===== src/rtl/cbc_pkg.sv =====
package cbc_pkg;
  typedef enum logic [2:0] {
    RG_GATE  = 3'd0,
    RG_LOW   = 3'd1,
    RG_SHARE = 3'd2,
    RG_MODE  = 3'd3,
    RG_NONE  = 3'd4
  } region_e;

  localparam logic [7:0] GATE_ON  = 8'h0A;
  localparam logic [7:0] GATE_OFF = 8'h00;
endpackage


===== src/rtl/cbc_decode.sv =====
module cbc_decode
  import cbc_pkg::*;
#(
  parameter int ADDR_W = 16
) (
  input  logic              wr_en,
  input  logic [ADDR_W-1:0] wr_addr,
  output region_e           region,
  output logic              hit
);
  logic [2:0] sel;

  always_comb begin
    sel = wr_addr[ADDR_W-1 -: 3];
    if (!wr_en || sel[2]) begin
      region = RG_NONE;
      hit    = 1'b0;
    end else begin
      region = region_e'({1'b0, sel[1:0]});
      hit    = 1'b1;
    end
  end
endmodule


===== src/rtl/cbc_next.sv =====
module cbc_next
  import cbc_pkg::*;
#(
  parameter int ROM_BW = 7,
  parameter int RAM_BW = 2,
  parameter int LO_BW  = 5
) (
  input  region_e           region,
  input  logic              hit,
  input  logic [7:0]        data,
  input  logic [ROM_BW-1:0] cur_rom,
  input  logic              cur_mode,
  output logic [ROM_BW-1:0] rom_raw,
  output logic              rom_ld,
  output logic [RAM_BW-1:0] ram_nxt,
  output logic              ram_ld,
  output logic              gate_nxt,
  output logic              gate_ld,
  output logic              mode_nxt,
  output logic              mode_ld
);
  localparam int HI_BW = ROM_BW - LO_BW;

  logic [LO_BW-1:0] lo_val;

  always_comb begin
    lo_val   = data[LO_BW-1:0];
    rom_raw  = cur_rom;
    rom_ld   = 1'b0;
    ram_nxt  = '0;
    ram_ld   = 1'b0;
    gate_nxt = 1'b0;
    gate_ld  = 1'b0;
    mode_nxt = data[0];
    mode_ld  = 1'b0;
    if (hit) begin
      unique case (region)
        RG_GATE: begin
          if (data == GATE_ON) begin
            gate_nxt = 1'b1;
            gate_ld  = 1'b1;
          end else if (data == GATE_OFF) begin
            gate_nxt = 1'b0;
            gate_ld  = 1'b1;
          end
        end
        RG_LOW: begin
          if (lo_val == '0) lo_val = LO_BW'(1);
          rom_raw = {cur_rom[ROM_BW-1:LO_BW], lo_val};
          rom_ld  = 1'b1;
        end
        RG_SHARE: begin
          if (cur_mode) begin
            ram_nxt = data[RAM_BW-1:0];
            ram_ld  = 1'b1;
          end else begin
            rom_raw = {data[HI_BW-1:0], cur_rom[LO_BW-1:0]};
            rom_ld  = 1'b1;
          end
        end
        RG_MODE: begin
          mode_ld = 1'b1;
          if (data[0]) begin
            rom_raw = {{HI_BW{1'b0}}, cur_rom[LO_BW-1:0]};
            rom_ld  = 1'b1;
          end else begin
            ram_nxt = '0;
            ram_ld  = 1'b1;
          end
        end
        default: ;
      endcase
    end
  end
endmodule


===== src/rtl/cbc_wrap.sv =====
module cbc_wrap #(
  parameter int ROM_BW = 7
) (
  input  logic [ROM_BW:0]   size,
  input  logic [ROM_BW-1:0] raw,
  output logic [ROM_BW-1:0] wrapped
);
  logic [ROM_BW:0] mask_full;

  always_comb begin
    mask_full = size - 1'b1;
    wrapped   = raw & mask_full[ROM_BW-1:0];
  end
endmodule


===== src/rtl/cart_bank_ctrl.sv =====
module cart_bank_ctrl
  import cbc_pkg::*;
#(
  parameter int ADDR_W = 16,
  parameter int ROM_BW = 7,
  parameter int RAM_BW = 2,
  parameter int LO_BW  = 5
) (
  input  logic              clk,
  input  logic              rst_n,
  input  logic              wr_en,
  input  logic [ADDR_W-1:0] wr_addr,
  input  logic [7:0]        wr_data,
  input  logic [ROM_BW:0]   rom_size,
  output logic [ROM_BW-1:0] rom_bank,
  output logic [RAM_BW-1:0] ram_bank,
  output logic              ram_en
);
  localparam logic [ROM_BW-1:0] ROM_RST = ROM_BW'(1);

  logic              rst_meta, rst_n_q;
  region_e           region;
  logic              hit;
  logic [ROM_BW-1:0] rom_q, rom_raw, rom_d;
  logic [RAM_BW-1:0] ram_q, ram_d;
  logic              gate_q, gate_d, mode_q, mode_d;
  logic              rom_ld, ram_ld, gate_ld, mode_ld;

  always_ff @(posedge clk or negedge rst_n) begin
    if (!rst_n) begin
      rst_meta <= 1'b0;
      rst_n_q  <= 1'b0;
    end else begin
      rst_meta <= 1'b1;
      rst_n_q  <= rst_meta;
    end
  end

  cbc_decode #(.ADDR_W(ADDR_W)) u_dec (
    .wr_en  (wr_en),
    .wr_addr(wr_addr),
    .region (region),
    .hit    (hit)
  );

  cbc_next #(.ROM_BW(ROM_BW), .RAM_BW(RAM_BW), .LO_BW(LO_BW)) u_nxt (
    .region  (region),
    .hit     (hit),
    .data    (wr_data),
    .cur_rom (rom_q),
    .cur_mode(mode_q),
    .rom_raw (rom_raw),
    .rom_ld  (rom_ld),
    .ram_nxt (ram_d),
    .ram_ld  (ram_ld),
    .gate_nxt(gate_d),
    .gate_ld (gate_ld),
    .mode_nxt(mode_d),
    .mode_ld (mode_ld)
  );

  cbc_wrap #(.ROM_BW(ROM_BW)) u_wrap (
    .size   (rom_size),
    .raw    (rom_raw),
    .wrapped(rom_d)
  );

  always_ff @(posedge clk or negedge rst_n_q) begin
    if (!rst_n_q) begin
      rom_q  <= ROM_RST;
      ram_q  <= '0;
      gate_q <= 1'b0;
      mode_q <= 1'b0;
    end else begin
      if (rom_ld)  rom_q  <= rom_d;
      if (ram_ld)  ram_q  <= ram_d;
      if (gate_ld) gate_q <= gate_d;
      if (mode_ld) mode_q <= mode_d;
    end
  end

  assign rom_bank = rom_q;
  assign ram_bank = ram_q;
  assign ram_en   = gate_q;
endmodule


===== config.mk =====
export PLATFORM = sky130hd
export DESIGN_NAME = cart_bank_ctrl
export DESIGN_NICKNAME = d
export VERILOG_FILES = /design/src/rtl/cbc_pkg.sv /design/src/rtl/cbc_decode.sv /design/src/rtl/cbc_next.sv /design/src/rtl/cbc_wrap.sv /design/src/rtl/cart_bank_ctrl.sv
export SDC_FILE = /design/constraint.sdc
export NUM_CORES = 1
export LEC_CHECK = 0
export ABC_AREA = 1
export BUFFER_PORTS_ARGS = -buffer_cell sky130_fd_sc_hd__buf_2
export CAP_MARGIN = 25
export CORE_MARGIN = 1
export CORE_UTILIZATION = 34
export CTS_BUF_LIST = sky130_fd_sc_hd__clkbuf_8
export DETAILED_ROUTE_END_ITERATION = 12
export SLEW_MARGIN = 10
export SYNTH_ARGS = -nofsm -noshare
export SYNTH_HDL_FRONTEND = slang
export SYNTH_HIERARCHICAL = 1
export SYNTH_SLANG_ARGS = --single-unit

===== constraint.sdc =====
create_clock -name clk -period 0.8 [get_ports clk]
set_input_delay 0.08 -clock clk [delete_from_list [all_inputs] [get_ports clk]]
set_output_delay 0.08 -clock clk [all_outputs]
set_load 0.005 [all_outputs]

==> flow_metrics.py, run 1 <==
metrics = {
    "route": {
        "drc": 0,
        "routed_wl_mm": 2.955,
        "drtAntennaViolNets": 0,
        "dr.pass1.iters": 4,
        "wire_per_inst_um": 11.07,
        "vias_per_cell": 4.584,
        "num_vias": 1224,
        "dr.first_iter.drc_count": 36,
    },
    "die": {
        "dieArea_mm2": 0.003130,
        "io_pins": 45,
        "core_mm2": 0.002758,
        "die_x_um": 55.95,
        "rows": 19,
        "fp.dieH_um": 55.95,
        "initial_core_util_pct": 35.89,
    },
    "sta": {
        "slew_viol_final": 0,
        "rsz0062_at_grt": "true",
        "setup_violations": 20,
        "fin_skew_ns": 0.007716,
        "hold_viol": 0,
        "period_minus_slack_ns": 1.159,
        "post-route-period-util_pct": 144.9,
        "fmax_ghz": 0.8627,
        "hold_slack_ns": 0.1200,
        "tns_ns": -4.261,
        "setup_slack_ns": -0.3592,
    },
    "job": {
        "cap_violations": 0,
    },
    "yosys": {
        "yosys_warnings": 6,
        "syn_avg_cell_area_um2": 5.962,
        "synth_top_area_share_pct": 30.34,
        "yosys.cell_types.count": 23,
        "synthMuxAreaShare_pct": 0,
        "synth-adder-area-share_pct": 1.264,
        "syn-num-nets": 202,
        "synthCells": 166,
        "synth_xor_area_share_pct": 0,
        "synth_area_leaders": "dfrtp_1 30%, nand2_1 22%, inv_1 11%",
        "synth_top_family_by_area": "simple AND/OR/NAND/NOR gates",
        "yosys.area_share.simple_pct": 45.89,
        "synth_compound_area_share_pct": 5.310,
        "yosysTopAreaCell": "dfrtp_1",
        "ys_seq_area_share_pct": 33.00,
        "synth_seq_cells": 13,
        "netlist_area_um2": 989.7,
    },
    "place": {
        "port-buffer-count": 30,
        "gp_congestion": 0.8833,
        "hpwl_mm": 2.275,
        "place_ws_ns": -0.6124,
    },
    "grt": {
        "antenna_found_initial": 0,
        "grt_pass1_wl_mm": 5.175,
        "grt.overflow.total": 0,
        "grt_pass1_vias": 1226,
        "grt.total_usage_pct": 20.85,
        "grt_max_degree": 12,
    },
    "power": {
        "leakage_nw": 0.9392,
        "ir_worst_vdd_mv": 1.761,
        "p_per_area_mw_per_mm2": 932.5,
    },
    "worst_setup_path": {
        "worstReg2RegStart": "mode_q",
        "cp-startpoint": "mode_q",
        "crit_path_end_kind": "register",
        "worst-path-max-fanout": 8,
        "crit_type": "reg2reg",
        "r2r_end": "rom_bank[5]",
        "startpoint_type": "register",
        "crit_arrival_ns": 1.29,
        "worstRegToRegCells": 7,
        "worstPathRequired_ns": 0.93,
        "r2r_slack_ns": -0.36,
    },
    "clock_network": {
        "cts_buffers": 3,
        "clock_path_buffers": 2,
        "cts_tree": "yes",
        "cts_root_buffer": "clkbuf_8",
        "clk_pin_slew_ns": 0.05,
        "clock_sinks": 13,
        "clk-insertion-delay-late_ns": 0.24,
        "h-tree-depth": 1,
    },
    "hold_path": {
        "hold_depth": 3,
        "worst_hold_path.endpoint": "mode_q",
        "hp-start": "wr_data[0]",
        "hp-class": "in2reg",
    },
    "final_layout": {
        "syn_to_final_growth_pct": 71.18,
        "layout_common_cells": "54 x nand2_1, 29 x buf_4, 23 x inv_1",
        "layout_commonest_cell": "nand2_1",
        "drive_gt1_share_pct": 42.37,
        "antennaDiodeCount": 0,
        "utilization_pct": 61.43,
        "nets": 273,
        "fillCellCount": 257,
    },
    "outcome": {
        "violations": "setup timing",
        "outcome": "complete, but fails checks",
    },
}
==> per-stage QoR <==
stage	cell area (µm²)	power (mW)	cells
floorplan	1057	0.8172	166
global placement	1441	0.9734	254
detailed placement	1441	0.9810	254
CTS	1643	1.577	264
global route	1694	1.666	267
finish	1694	1.580	267
==> critical path, stage by stage, from the launching register on <==
cell     delay [ns]
dfrtp_1        0.42
nor2_2         0.16
nor2_1         0.05
nor2_1         0.11
buf_6          0.17
inv_8          0.05
nand2_2        0.04
nand2_1        0.05
==> registers in the layout, indices dropped and copies added (netlist names) <==
name / flops
rst_meta: 1
mode_q: 1
rom_bank: 7
ram_bank: 2
ram_en: 1
rst_n_q: 1
==> logic make-up (layout without fill, tap and decap cells) <==
family | count (synthesis) | count (layout)
simple gates | 108 | 108
compound gates | 9 | 9
buf+inv | 34 | 104
other cells | 1 | 1
flops | 13 | 13
fa+ha+maj | 1 | 1
==> routing by layer <==
metal | wire length, µm | GRT usage [%] | share of wire (%) | up-vias
met1 | 1276 | 25.00 | 43 | 548
li1 | - | - | - | 638
met2 | 1508 | 39.24 | 51 | 36
met5 | 0 | 0 | 0 | -
met3 | 155 | 4.884 | 5.2 | 2
met4 | 15 | 1.742 | 0.51 | 0
==> how the worst max path moves through the flow <==
stage | to | slack [ns] | depth (start not counted)
floorplan | rom_bank[6] | -0.29 | 11
global route | rom_bank[6] | -0.45 | 9
CTS | rom_bank[6] | -0.35 | 9
detailed placement | rom_bank[4] | -0.61 | 14
finish | rom_bank[5] | -0.36 | 7
global placement | rom_bank[1] | -0.57 | 12
==> Yosys cell counts <==
master and n:
nand3_1 8, nor3_1 4, a21oi_1 2, nor2_2 4
inv_2 3, nand3b_1 1, inv_1 28, o21ai_0 1
nand4_1 4, dfrtp_1 12, conb_1 1, and2_1 1
buf_4 1, o21ai_1 3, buf_2 1, nand2_1 59
ha_1 1, nor2_1 24, buf_6 1, o21a_1 2
dfstp_2 1, nand2_2 3, o31ai_1 1
==> where the power goes <==
part	leakage (nW)	internal, mW	switching (mW)
clock network	0.0269	0.338	0.232
registers	0.173	0.667	0.00407
logic	0.739	0.161	0.178
total	0.939	1.17	0.414
==> layout make-up <==
class                   instances  area (µm²)  area share [%]
clock buffers                   3       41.29           2.437
clock inverters                 1       3.754          0.2216
inverters                      31       142.6           8.420
multi-input cells             119       596.8           35.23
flip-flops and latches         13       326.6           19.28
well taps                      31       38.79           2.290
repair buffers                 69       544.3           32.13
==> timing repair <==
action | CTS | global route
hold buffers | 1 | 0
endpoints found under the setup margin | 21 | 21
hold endpoints to repair | 2 | 0
pin swaps | 8 | 12
setup buffers | 6 | 3
resized for setup | 28 | 11
No activity file was read; power rests on OpenSTA's default activity.
==> run 2: changes to the inputs <==
--- a/config.mk
+++ b/config.mk
@@ -12,8 +12,8 @@
 export CORE_UTILIZATION = 34
 export CTS_BUF_LIST = sky130_fd_sc_hd__clkbuf_8
 export DETAILED_ROUTE_END_ITERATION = 12
-export SLEW_MARGIN = 10
+export PLACE_DENSITY = 0.66
+export SLEW_MARGIN = 20
 export SYNTH_ARGS = -nofsm -noshare
 export SYNTH_HDL_FRONTEND = slang
-export SYNTH_HIERARCHICAL = 1
 export SYNTH_SLANG_ARGS = --single-unit
==> run 2 against run 1 <==
Core utilization fell by 4.7 points; global-route usage fell by 0.65 points; the run still ends with setup timing left; worst hold slack got worse by 0.0086 ns; clock skew fell by 0.0040 ns.
==> flow_metrics.py, run 2 <==
metrics = {
    "clock_network": {
        "cts_root_buffer": "clkbuf_8",
        "clock_sinks": 13,
        "h-tree-depth": 1,
        "cts_tree": "yes",
        "clock_path_buffers": 2,
        "cts_buffers": 3,
        "clk_pin_slew_ns": 0.06,
        "clk-insertion-delay-late_ns": 0.24,
    },
    "route": {
        "wire_per_inst_um": 11.50,
        "dr.first_iter.drc_count": 13,
        "dr.pass1.iters": 4,
        "vias_per_cell": 4.869,
        "routed_wl_mm": 2.288,
        "drc": 0,
        "num_vias": 969,
        "drtAntennaViolNets": 0,
    },
    "final_layout": {
        "syn_to_final_growth_pct": 53.22,
        "layout_commonest_cell": "buf_2",
        "antennaDiodeCount": 0,
        "drive_gt1_share_pct": 43.86,
        "nets": 208,
        "layout_common_cells": "29 x buf_2, 27 x nand2_1, 17 x nor2_1",
        "largest_reg_flops": 7,
    },
    "yosys": {
        "syn-num-nets": 154,
        "yosys.cell_types.count": 21,
        "yosysTopAreaCell": "dfrtp_1",
        "synth-adder-area-share_pct": 1.499,
        "syn_avg_cell_area_um2": 7.072,
        "yosysMostFrequentCell": "nand2_1",
        "synthTopCellsByCount": "29 x nand2_1, 19 x nor2_1, 13 x nand3_1",
        "yosys.area_share.simple_pct": 40.63,
        "synth_top_family_by_area": "simple AND/OR/NAND/NOR gates",
        "synth_area_leaders": "dfrtp_1 36%, nand2_1 13%, nor2_1 8.5%",
        "synthCells": 118,
        "netlist_area_um2": 834.6,
        "synth_edf_count": 0,
        "synth_xor_area_share_pct": 2.099,
        "ys_seq_area_share_pct": 39.13,
        "synthMuxAreaShare_pct": 0,
        "synth_compound_area_share_pct": 9.445,
        "ys.flop_type": "dfrtp_1",
        "synth_seq_cells": 13,
        "yosys_warnings": 0,
        "synth-async-reset-ratio_pct": 100.0,
        "synth_top_area_share_pct": 35.98,
    },
    "outcome": {
        "violations": "setup timing",
        "outcome": "complete, but fails checks",
    },
    "sta": {
        "setup_slack_ns": -0.1608,
        "post-route-period-util_pct": 120.1,
        "period_minus_slack_ns": 0.9608,
        "fin_skew_ns": 0.003691,
        "tns_ns": -1.890,
        "fmax_ghz": 1.041,
        "setup_violations": 20,
        "hold_viol": 0,
        "slew_viol_final": 0,
        "rsz0062_at_grt": "true",
    },
    "grt": {
        "grt_pass1_vias": 969,
        "grt.total_usage_pct": 20.20,
        "grt.overflow.total": 0,
        "grt_max_degree": 8,
        "antenna_found_initial": 0,
        "grt_pass1_wl_mm": 3.981,
    },
    "worst_setup_path": {
        "crit_chain": "o21ai_2 -> nand2_2 -> nor2_2 -> nor2_1",
        "crit_type": "reg2reg",
        "worst-path-max-fanout": 5,
        "worstPathRequired_ns": 0.94,
        "r2r_slack_ns": -0.16,
        "critical_path_buf_inv_count": 0,
        "worstReg2RegStart": "mode_q",
        "cpMaxStageDelayCell": "dfrtp_1",
        "crit_arrival_ns": 1.10,
        "worstRegToRegCells": 4,
        "startpoint_type": "register",
        "r2r_end": "rom_bank[3]",
        "crit_path_end_kind": "register",
        "critical-path-max-stage-delay_ns": 0.41,
        "cp_top_family": "flip-flops",
    },
    "power": {
        "p_per_area_mw_per_mm2": 1634,
        "p_total_mw": 2.089,
        "ir_worst_vdd_mv": 1.140,
        "leakage_nw": 0.6876,
    },
    "place": {
        "hpwl_mm": 1.755,
        "gp_congestion": 0.9003,
        "port-buffer-count": 30,
    },
    "die": {
        "core_mm2": 0.002255,
        "io_pins": 45,
        "dieArea_mm2": 0.002657,
        "initial_core_util_pct": 37.01,
        "fp.dieH_um": 51.55,
        "die_x_um": 51.55,
        "rows": 17,
    },
    "hold_path": {
        "hp-class": "reg2async",
    },
    "job": {
        "cap_violations": 0,
    },
}
==> run 2: changes by cell type in the layout (fill, tap and decap cells not counted), sizes merged, moves of 2 or more <==
cell	previous run	this run
nor2	28	22
xor2	0	2
buf	68	48
inv	32	16
o21a	2	0
a21oi	2	4
o21ai	4	8
nor3	4	0
nand3	8	14
nand2	62	31
==> run 2: cell type report <==
cell class                 instances  area, µm²
fill                             225      975.9
tap                               28      35.03
sequential                        13      326.6
inverter                          15      58.81
clock inverter                     1      3.754
timing repair buffer              49      317.8
multi-input combinational         90      495.5
clock buffer                       3      41.29
==> run 2: cells by family (layout without fill, tap and decap cells) <==
family	count (synthesis)	in the layout
compound gates	14	14
xor+xnor	2	2
fa+ha+maj	1	1
buf+inv	15	68
flops	13	13
other cells	1	1
simple gates	72	72
==> run 2: worst max path at each step <==
stage / start / endpoint / slack, ns / cells past startpoint
global route: mode_q / rom_bank[0] / -0.22 / 4
global placement: rom_size[0] / rom_bank[4] / -0.20 / 7
finish: mode_q / rom_bank[3] / -0.16 / 4
CTS: rom_bank[0] / rom_bank[0] / -0.17 / 1
detailed placement: rom_size[0] / rom_bank[4] / -0.21 / 7
floorplan: mode_q / rom_bank[6] / -0.06 / 5
==> run 2: per-layer routing <==
| metal | GRT usage (%) | share of wire [%] |
|---|---|---|
| met1 | 24.03 | 44 |
| met5 | 0 | 0 |
| met3 | 3.801 | 4.3 |
| met2 | 36.15 | 50 |
| met4 | 6.757 | 1.7 |
==> run 2: repair_timing <==
action / in CTS / in global routing
gates resized for setup: 9 / 4
buffers inserted: 6 / 3
setup endpoints to repair: 18 / 20
endpoints found under the hold margin: 2 / 0
pin swaps: 1 / 5
cloned: 0 / 0
hold buffers: 1 / 0
==> run 2: metrics by stage <==
| stage | std cells | hold WS (ns) | setup slack (ns) | utilization, % | area, µm² |
|---|---|---|---|---|---|
| floorplan | 118 | -0.2156 | -0.05942 | - | 842.1 |
| global placement | 185 | -0.1357 | -0.1962 | 49.11 | 1107 |
| CTS | 196 | 0.1137 | -0.1662 | 54.99 | 1240 |
| global route | 199 | 0.1257 | -0.2206 | 56.71 | 1279 |
| detailed placement | 185 | -0.1342 | -0.2088 | 49.11 | 1107 |
| finish | 199 | 0.1114 | -0.1608 | 56.71 | 1279 |
==> run 2: report_power, final <==
part	leakage (nW)	switching [mW]	total, mW	internal [mW]
logic	0.502	0.324	0.679	0.354
clock network	0.0269	0.250	0.589	0.339
registers	0.159	0.0642	0.821	0.757
==> run 2: worst register-to-register path, cell delays in order, from the launching register on <==
cell and delay (ns):
dfrtp_1 0.41, o21ai_2 0.15, nand2_2 0.12, nor2_2 0.13, nor2_1 0.04
